<file path="config.mk">
export PLATFORM = sky130hd
export DESIGN_NAME = link_wake_seq
export DESIGN_NICKNAME = d
export VERILOG_FILES = /design/src/rtl/link_wake_pkg.sv /design/src/rtl/wake_timer.sv /design/src/rtl/bclk_activity.sv /design/src/rtl/wake_fsm.sv /design/src/rtl/link_wake_seq.sv
export SDC_FILE = /design/constraint.sdc
export NUM_CORES = 1
export LEC_CHECK = 0
export BUFFER_PORTS_ARGS = -buffer_cell sky130_fd_sc_hd__clkbuf_2
export CAP_MARGIN = 30
export CORE_UTILIZATION = 45
export CTS_CLUSTER_DIAMETER = 150
export CTS_CLUSTER_SIZE = 40
export DETAILED_ROUTE_END_ITERATION = 16
export PLACE_DENSITY = 0.67
export SLEW_MARGIN = 10
export SYNTH_ARGS = -nofsm -noshare
export SYNTH_HDL_FRONTEND = slang
export SYNTH_SLANG_ARGS = --single-unit
</file>
<file path="constraint.sdc">
create_clock -name clk -period 2.4 [get_ports clk]
set_clock_uncertainty 0.1 [all_clocks]
set_input_delay 0.48 -clock clk [delete_from_list [all_inputs] [get_ports clk]]
set_output_delay 0.48 -clock clk [all_outputs]
set_load 0.01 [all_outputs]
</file>
<file path="src/rtl/link_wake_pkg.sv">
package link_wake_pkg;

   typedef enum logic [2:0] {
      LS_ACTIVE   = 3'd0,
      LS_PARKED   = 3'd1,
      LS_HALTED   = 3'd2,
      LS_WARM     = 3'd3,
      LS_COLD     = 3'd4,
      LS_WAIT_CLK = 3'd5,
      LS_WAIT_RDY = 3'd6
   } lstate_e;

   // nanoseconds to system cycles, rounded up
   function automatic int ns_to_cyc(input int ns, input int mhz);
      return (ns * mhz + 999) / 1000;
   endfunction

endpackage

</file>
<file path="src/rtl/wake_timer.sv">
module wake_timer #(
   parameter int W = 8
) (
   input  logic         clk,
   input  logic         rst_n,
   input  logic         load,
   input  logic [W-1:0] load_val,
   output logic         done
);
   logic [W-1:0] cnt;

   always_ff @(posedge clk or negedge rst_n) begin
      if (!rst_n)            cnt <= '0;
      else if (load)         cnt <= load_val;
      else if (cnt != '0)    cnt <= cnt - 1'b1;
   end

   assign done = (cnt == '0);
endmodule

</file>
<file path="src/rtl/bclk_activity.sv">
module bclk_activity #(
   parameter int STAGES     = 2,
   parameter int ABSENT_CYC = 64
) (
   input  logic clk,
   input  logic rst_n,
   input  logic bclk_raw,
   output logic present
);
   localparam int GW = $clog2(ABSENT_CYC + 1);
   localparam logic [GW-1:0] GAP_SAT = GW'(ABSENT_CYC);

   if (STAGES < 2) begin : g_bad_stages
      $error("bclk_activity: STAGES must be at least 2");
   end
   if (ABSENT_CYC < 2) begin : g_bad_absent
      $error("bclk_activity: ABSENT_CYC must be at least 2");
   end

   logic [STAGES-1:0] sh;
   logic              last;
   logic [GW-1:0]     gap;
   logic              edge_seen;

   always_ff @(posedge clk or negedge rst_n) begin
      if (!rst_n) begin
         sh   <= '0;
         last <= 1'b0;
      end else begin
         sh   <= {sh[STAGES-2:0], bclk_raw};
         last <= sh[STAGES-1];
      end
   end

   assign edge_seen = last ^ sh[STAGES-1];

   always_ff @(posedge clk or negedge rst_n) begin
      if (!rst_n)                gap <= GAP_SAT;
      else if (edge_seen)        gap <= '0;
      else if (gap != GAP_SAT)   gap <= gap + 1'b1;
   end

   assign present = (gap != GAP_SAT);
endmodule

</file>
<file path="src/rtl/wake_fsm.sv">
module wake_fsm import link_wake_pkg::*; #(
   parameter int HOLD_CYC    = 100,
   parameter int WARM_CYC    = 10,
   parameter int COLD_CYC    = 10,
   parameter int TIMEOUT_CYC = 300,
   parameter int TW          = 9
) (
   input  logic          clk,
   input  logic          rst_n,
   input  logic          park_req,
   input  logic          wake_req,
   input  logic          wake_cold,
   input  logic          clk_present,
   input  logic          codec_rdy,
   input  logic          tmr_done,
   output lstate_e       state,
   output logic          tmr_load,
   output logic [TW-1:0] tmr_val,
   output logic          timeout_err
);
   lstate_e nxt;
   logic    pend, pend_cold;
   logic    launch, launch_cold, set_err;

   assign launch = (state == LS_HALTED && wake_req) ||
                   (state == LS_PARKED && tmr_done && (pend || wake_req));
   assign launch_cold = (state == LS_PARKED && pend) ? pend_cold : wake_cold;

   always_comb begin
      nxt      = state;
      tmr_load = 1'b0;
      tmr_val  = '0;
      set_err  = 1'b0;
      if (launch) begin
         nxt      = launch_cold ? LS_COLD : LS_WARM;
         tmr_load = 1'b1;
         tmr_val  = launch_cold ? TW'(COLD_CYC - 1) : TW'(WARM_CYC - 1);
      end else begin
         case (state)
            LS_ACTIVE: if (park_req) begin
               nxt      = LS_PARKED;
               tmr_load = 1'b1;
               tmr_val  = TW'(HOLD_CYC - 1);
            end
            LS_PARKED: if (tmr_done) nxt = LS_HALTED;
            LS_WARM, LS_COLD: if (tmr_done) begin
               nxt      = LS_WAIT_CLK;
               tmr_load = 1'b1;
               tmr_val  = TW'(TIMEOUT_CYC - 1);
            end
            LS_WAIT_CLK: begin
               if (clk_present) begin
                  nxt      = LS_WAIT_RDY;
                  tmr_load = 1'b1;
                  tmr_val  = TW'(TIMEOUT_CYC - 1);
               end else if (tmr_done) begin
                  nxt     = LS_HALTED;
                  set_err = 1'b1;
               end
            end
            LS_WAIT_RDY: begin
               if (codec_rdy) nxt = LS_ACTIVE;
               else if (tmr_done) begin
                  nxt     = LS_HALTED;
                  set_err = 1'b1;
               end
            end
            LS_HALTED: nxt = LS_HALTED;
            default:   nxt = LS_HALTED;
         endcase
      end
   end

   always_ff @(posedge clk or negedge rst_n) begin
      if (!rst_n) begin
         state       <= LS_HALTED;
         pend        <= 1'b0;
         pend_cold   <= 1'b0;
         timeout_err <= 1'b0;
      end else begin
         state <= nxt;
         if (state != LS_PARKED) begin
            pend      <= 1'b0;
            pend_cold <= 1'b0;
         end else if (wake_req && !pend) begin
            pend      <= 1'b1;
            pend_cold <= wake_cold;
         end
         if (launch)       timeout_err <= 1'b0;
         else if (set_err) timeout_err <= 1'b1;
      end
   end
endmodule

</file>
<file path="src/rtl/link_wake_seq.sv">
module link_wake_seq import link_wake_pkg::*; #(
   parameter int CLK_MHZ     = 125,
   parameter int HOLDOFF_NS  = 83334,
   parameter int WARM_NS     = 1000,
   parameter int COLD_NS     = 1000,
   parameter int TIMEOUT_CYC = 4096,
   parameter int ABSENT_CYC  = 64,
   parameter int SYNC_STAGES = 2
) (
   input  logic clk,
   input  logic rst_n,
   input  logic bclk_raw,
   input  logic codec_rdy,
   input  logic park_req,
   input  logic wake_req,
   input  logic wake_cold,
   input  logic frm_sync,
   input  logic frm_sdo,
   output logic sync_out,
   output logic sdo_out,
   output logic codec_rst_n,
   output logic link_up,
   output logic timeout_err
);
   localparam int HOLD_CYC  = ns_to_cyc(HOLDOFF_NS, CLK_MHZ);
   localparam int WARM_CYC  = ns_to_cyc(WARM_NS, CLK_MHZ);
   localparam int COLD_CYC  = ns_to_cyc(COLD_NS, CLK_MHZ);
   localparam int PULSE_MAX = (WARM_CYC > COLD_CYC) ? WARM_CYC : COLD_CYC;
   localparam int SPAN_MAX  = (HOLD_CYC > TIMEOUT_CYC) ? HOLD_CYC : TIMEOUT_CYC;
   localparam int CNT_MAX   = (PULSE_MAX > SPAN_MAX) ? PULSE_MAX : SPAN_MAX;
   localparam int TW        = $clog2(CNT_MAX + 1);

   if (CLK_MHZ < 1) begin : g_bad_clk
      $error("link_wake_seq: CLK_MHZ must be positive");
   end
   if (HOLD_CYC < 1 || WARM_CYC < 1 || COLD_CYC < 1) begin : g_bad_time
      $error("link_wake_seq: every timed window needs at least one cycle");
   end
   if (TIMEOUT_CYC < 2) begin : g_bad_tmo
      $error("link_wake_seq: TIMEOUT_CYC must be at least 2");
   end

   lstate_e       state;
   logic          clk_present;
   logic          tmr_load, tmr_done;
   logic [TW-1:0] tmr_val;

   bclk_activity #(
      .STAGES     (SYNC_STAGES),
      .ABSENT_CYC (ABSENT_CYC)
   ) u_act (
      .clk      (clk),
      .rst_n    (rst_n),
      .bclk_raw (bclk_raw),
      .present  (clk_present)
   );

   wake_timer #(.W(TW)) u_tmr (
      .clk      (clk),
      .rst_n    (rst_n),
      .load     (tmr_load),
      .load_val (tmr_val),
      .done     (tmr_done)
   );

   wake_fsm #(
      .HOLD_CYC    (HOLD_CYC),
      .WARM_CYC    (WARM_CYC),
      .COLD_CYC    (COLD_CYC),
      .TIMEOUT_CYC (TIMEOUT_CYC),
      .TW          (TW)
   ) u_fsm (
      .clk         (clk),
      .rst_n       (rst_n),
      .park_req    (park_req),
      .wake_req    (wake_req),
      .wake_cold   (wake_cold),
      .clk_present (clk_present),
      .codec_rdy   (codec_rdy),
      .tmr_done    (tmr_done),
      .state       (state),
      .tmr_load    (tmr_load),
      .tmr_val     (tmr_val),
      .timeout_err (timeout_err)
   );

   assign link_up     = (state == LS_ACTIVE);
   assign sync_out    = (link_up && frm_sync) || (state == LS_WARM);
   assign sdo_out     = link_up && frm_sdo;
   assign codec_rst_n = (state != LS_COLD);
endmodule

</file>
==> summary.md <==
| Metric | Value |
|---|---|
| Status | finished clean |
| Critical Path Sink Type | flop |
| Die width | 63.8 um |
| Design Area, Final | 1980 um2 |
| Avg Cell Area, Syn | 9.15 um2 |
| Port Buffer Count | 13 |
| Max Slew Vio Count | 0 |
| # setup viols final | 0 |
| CTS tree | built |
| Final Hold Fails | 0 |
| Tcrit/Tclk final | 0.920 |
| Vias in the first global route | 1411 |
| IO Pins | 14 |
| Net Sw Power | 0.000243 W |
| Most frequent cells in the layout | dfrtp_1, nor2_1, nand2_1, clkbuf_2, o21ai_0 |
| Net Count, Synth | 200 |
| Crit-path max FO | 5 |
| DRT Wirelength | 3640 um |
| Clock Power Share | 0.428 |
| WP data arrival | 2.29 ns |
| Critical path required time | 2.48 ns |
| Max incr delay on CP | 0.57 ns |
| Share of total power in sequential cells | 0.523 |
| Initial antenna violation count | 0 |
| Cell Area, Synth | 1720 um2 |
| Fin util | 0.540 |
| Top_reg_cell synth | dfrtp_1 |
| Via-to-Cell Ratio | 5.65 |
| Congestion Overflow GR | 0 |
| Core area | 3660 um2 |
| Antenna cells | 0 |
| Setup crit start kind | flop |
| Synth warnings | 0 |
| Post-layout minimum cycle time | 2.21 ns |
| First-pass GRT wire length | 6400 um |
| Combinational share of power | 0.048 |
| Gate Count Post-Synth | 188 |
| Sequential element share of the synthesized area | 0.438 |
| Post-cts repair resize count | 0 |
| Cell-internal power | 0.000765 W |
| Hold Crit Class | input pin to asynchronous set/reset pin |
| Vias | 1469 |
| Seq cells post-synth | 30 |
| GRT Overall Usage | 0.206 |
| Setup CP Type | flop to flop |
| CP Cell Sequence | or4_4, or4b_4, nor3_2, mux2i_1, o21ai_2 |
| Skew-Pair Late Insertion Delay | 0.29 ns |
| Worst-path clk slew | 0.07 ns |
| Max Buffers Root-to-Sink | 2 |
| Cell taking the most area after synthesis | dfrtp_1 |
| Most common cell after layout, fill and taps aside | dfrtp_1 |
| Layout area overhead | 14.9% |
| Initial DRC count | 45 |
| Leakage | 0.828 nW |
| Drc violations | 0 |
| Max Clock Freq | 0.453 GHz |
| Nets | 223 |
| DR pass1 iterations | 4 |
| Largest net degree at the start of global routing | 31 |
| Max stage delay cell, worst path | or4_4 |
| Cell variety after synth | 48 |
| Async set or reset register ratio after synthesis | 1.00 |
| Number of synthesized flops with an enable pin | 0 |
| CTS Hold Bufs | 0 |
| Total CTS buffers | 5 |
| DPL Wire Length | 2670 um |
| CTS root buf | clkbuf_8 |
| Global placer's final weighted congestion | 0.841 |
| VDD IR max | 0.000523 V |
| Hold WS | 0.137 ns |
| Setup TNS | 0 ns |
| DIE AREA | 4070 um2 |
| Sw frac | 0.241 |
| Antenna Violating Nets Remaining | 0 |
| Setup repair bufs after CTS | 0 |
| Initial core utilization | 0.470 |
| Top cells by area, synth | dfrtp_1, nor2_1, xor2_1, o21ai_0, dfstp_2 |
| Slew HR | 0.511 |
| Placed Instance Area | 1880 um2 |
| Wire per inst | 14.0 um |
| Site Rows | 22 |
| Total power | 0.00101 W |
| RSZ-0062 raised after global routing | false |
| Slew @ Worst Pin | 0.733 ns |
| Max_cap viols | 0 |
| Fillers | 324 |
| Clk sinks | 30 |
| Share of cells above drive strength 1 | 0.179 |
| PD cells | 510 nW/um2 |
| Die Span Y | 63.8 um |
| H-tree levels | 2 |
| Top-area cell type share of the netlist area | 0.407 |
## worst paths after layout
check                      slack (ns)    startpoint  cells past startpoint            end
hold / removal                   0.14         rst_n                      1    u_act.sh[1]
setup / recovery                 0.19  u_tmr.cnt[3]                      5  u_tmr.cnt[10]
setup reg to reg                 0.19  u_tmr.cnt[3]                      5  u_tmr.cnt[10]
min in group clk                 0.19      bclk_raw                      1    u_act.sh[0]
max in group asynchronous        1.59         rst_n                      1  u_tmr.cnt[10]
hold reg to reg                  0.25   u_act.sh[0]                      0    u_act.sh[1]
## stage by stage
stage	setup slack, ns	instances
floorplan	0.275	188
CTS	0.179	260
finish	0.192	260
detailed placement	0.202	252
global route	0.0528	260
global placement	0.253	252
## power by group through the flow
stage	logic [W]	registers, W	clock network, W
2_1_floorplan	0.0000268	0.000534	0
3_3_place_gp	0.0000485	0.000536	0
3_5_place_dp	0.0000499	0.000537	0
4_1_cts	0.0000501	0.000527	0.000445
5_1_grt	0.0000579	0.000529	0.000462
6_report	0.0000487	0.000528	0.000432
## per-layer routing
layer	wire, um	track usage	share of wire	up-vias
met5	0	0	0	-
met4	68	0.0966	0.019	0
met3	154	0.0500	0.042	7
met2	1720	0.331	0.47	25
met1	1700	0.259	0.47	719
li1	-	-	-	718
## area by class of cell
type                    instances  area [um2]  area share
flip-flops and latches         30         753       0.381
multi-input cells             146         921       0.466
clock buffers                   6        82.6      0.0418
repair buffers                 20         118      0.0595
well taps                      48        60.1      0.0304
clock inverters                 2        12.5     0.00633
inverters                       8        30.0      0.0152
## worst max-delay path: cells and delay by family (launching register included)
kind	cells	cell delay, ns
multiplexers	1	0.24
AND/OR/NAND/NOR	3	1.25
AO/OA/AOI/OAI	1	0.07
flip-flops	1	0.44
## synthesized netlist by cell type, types with 4 or more instances
master / count
dfrtp_1: 28
nor2_1: 20
nand2_1: 13
o21ai_0: 11
a21oi_1: 9
inv_1: 8
nor3_1: 8
nand3_1: 7
nor2b_1: 7
xor2_1: 7
xnor2_1: 6
nand2b_1: 5
and2_1: 4
mux2i_1: 4
nand3b_1: 4
nor4_1: 4
## flip-flops by register name, summed over array words and instances, names as in the netlist
name,count
u_fsm.timeout_err,1
u_fsm.pend,1
u_fsm.state,3
u_act.gap,7
u_act.last,1
u_tmr.cnt,14
u_fsm.pend_cold,1
u_act.sh,2
## logic make-up after synthesis
group           share of synthesized area
simple gates                        0.277
compound gates                      0.147
flops                               0.438
xor+xnor                           0.0662
buf+inv                            0.0269
mux                                0.0233
fa+ha+maj                          0.0218
No activity file was read; power rests on OpenSTA's default activity.
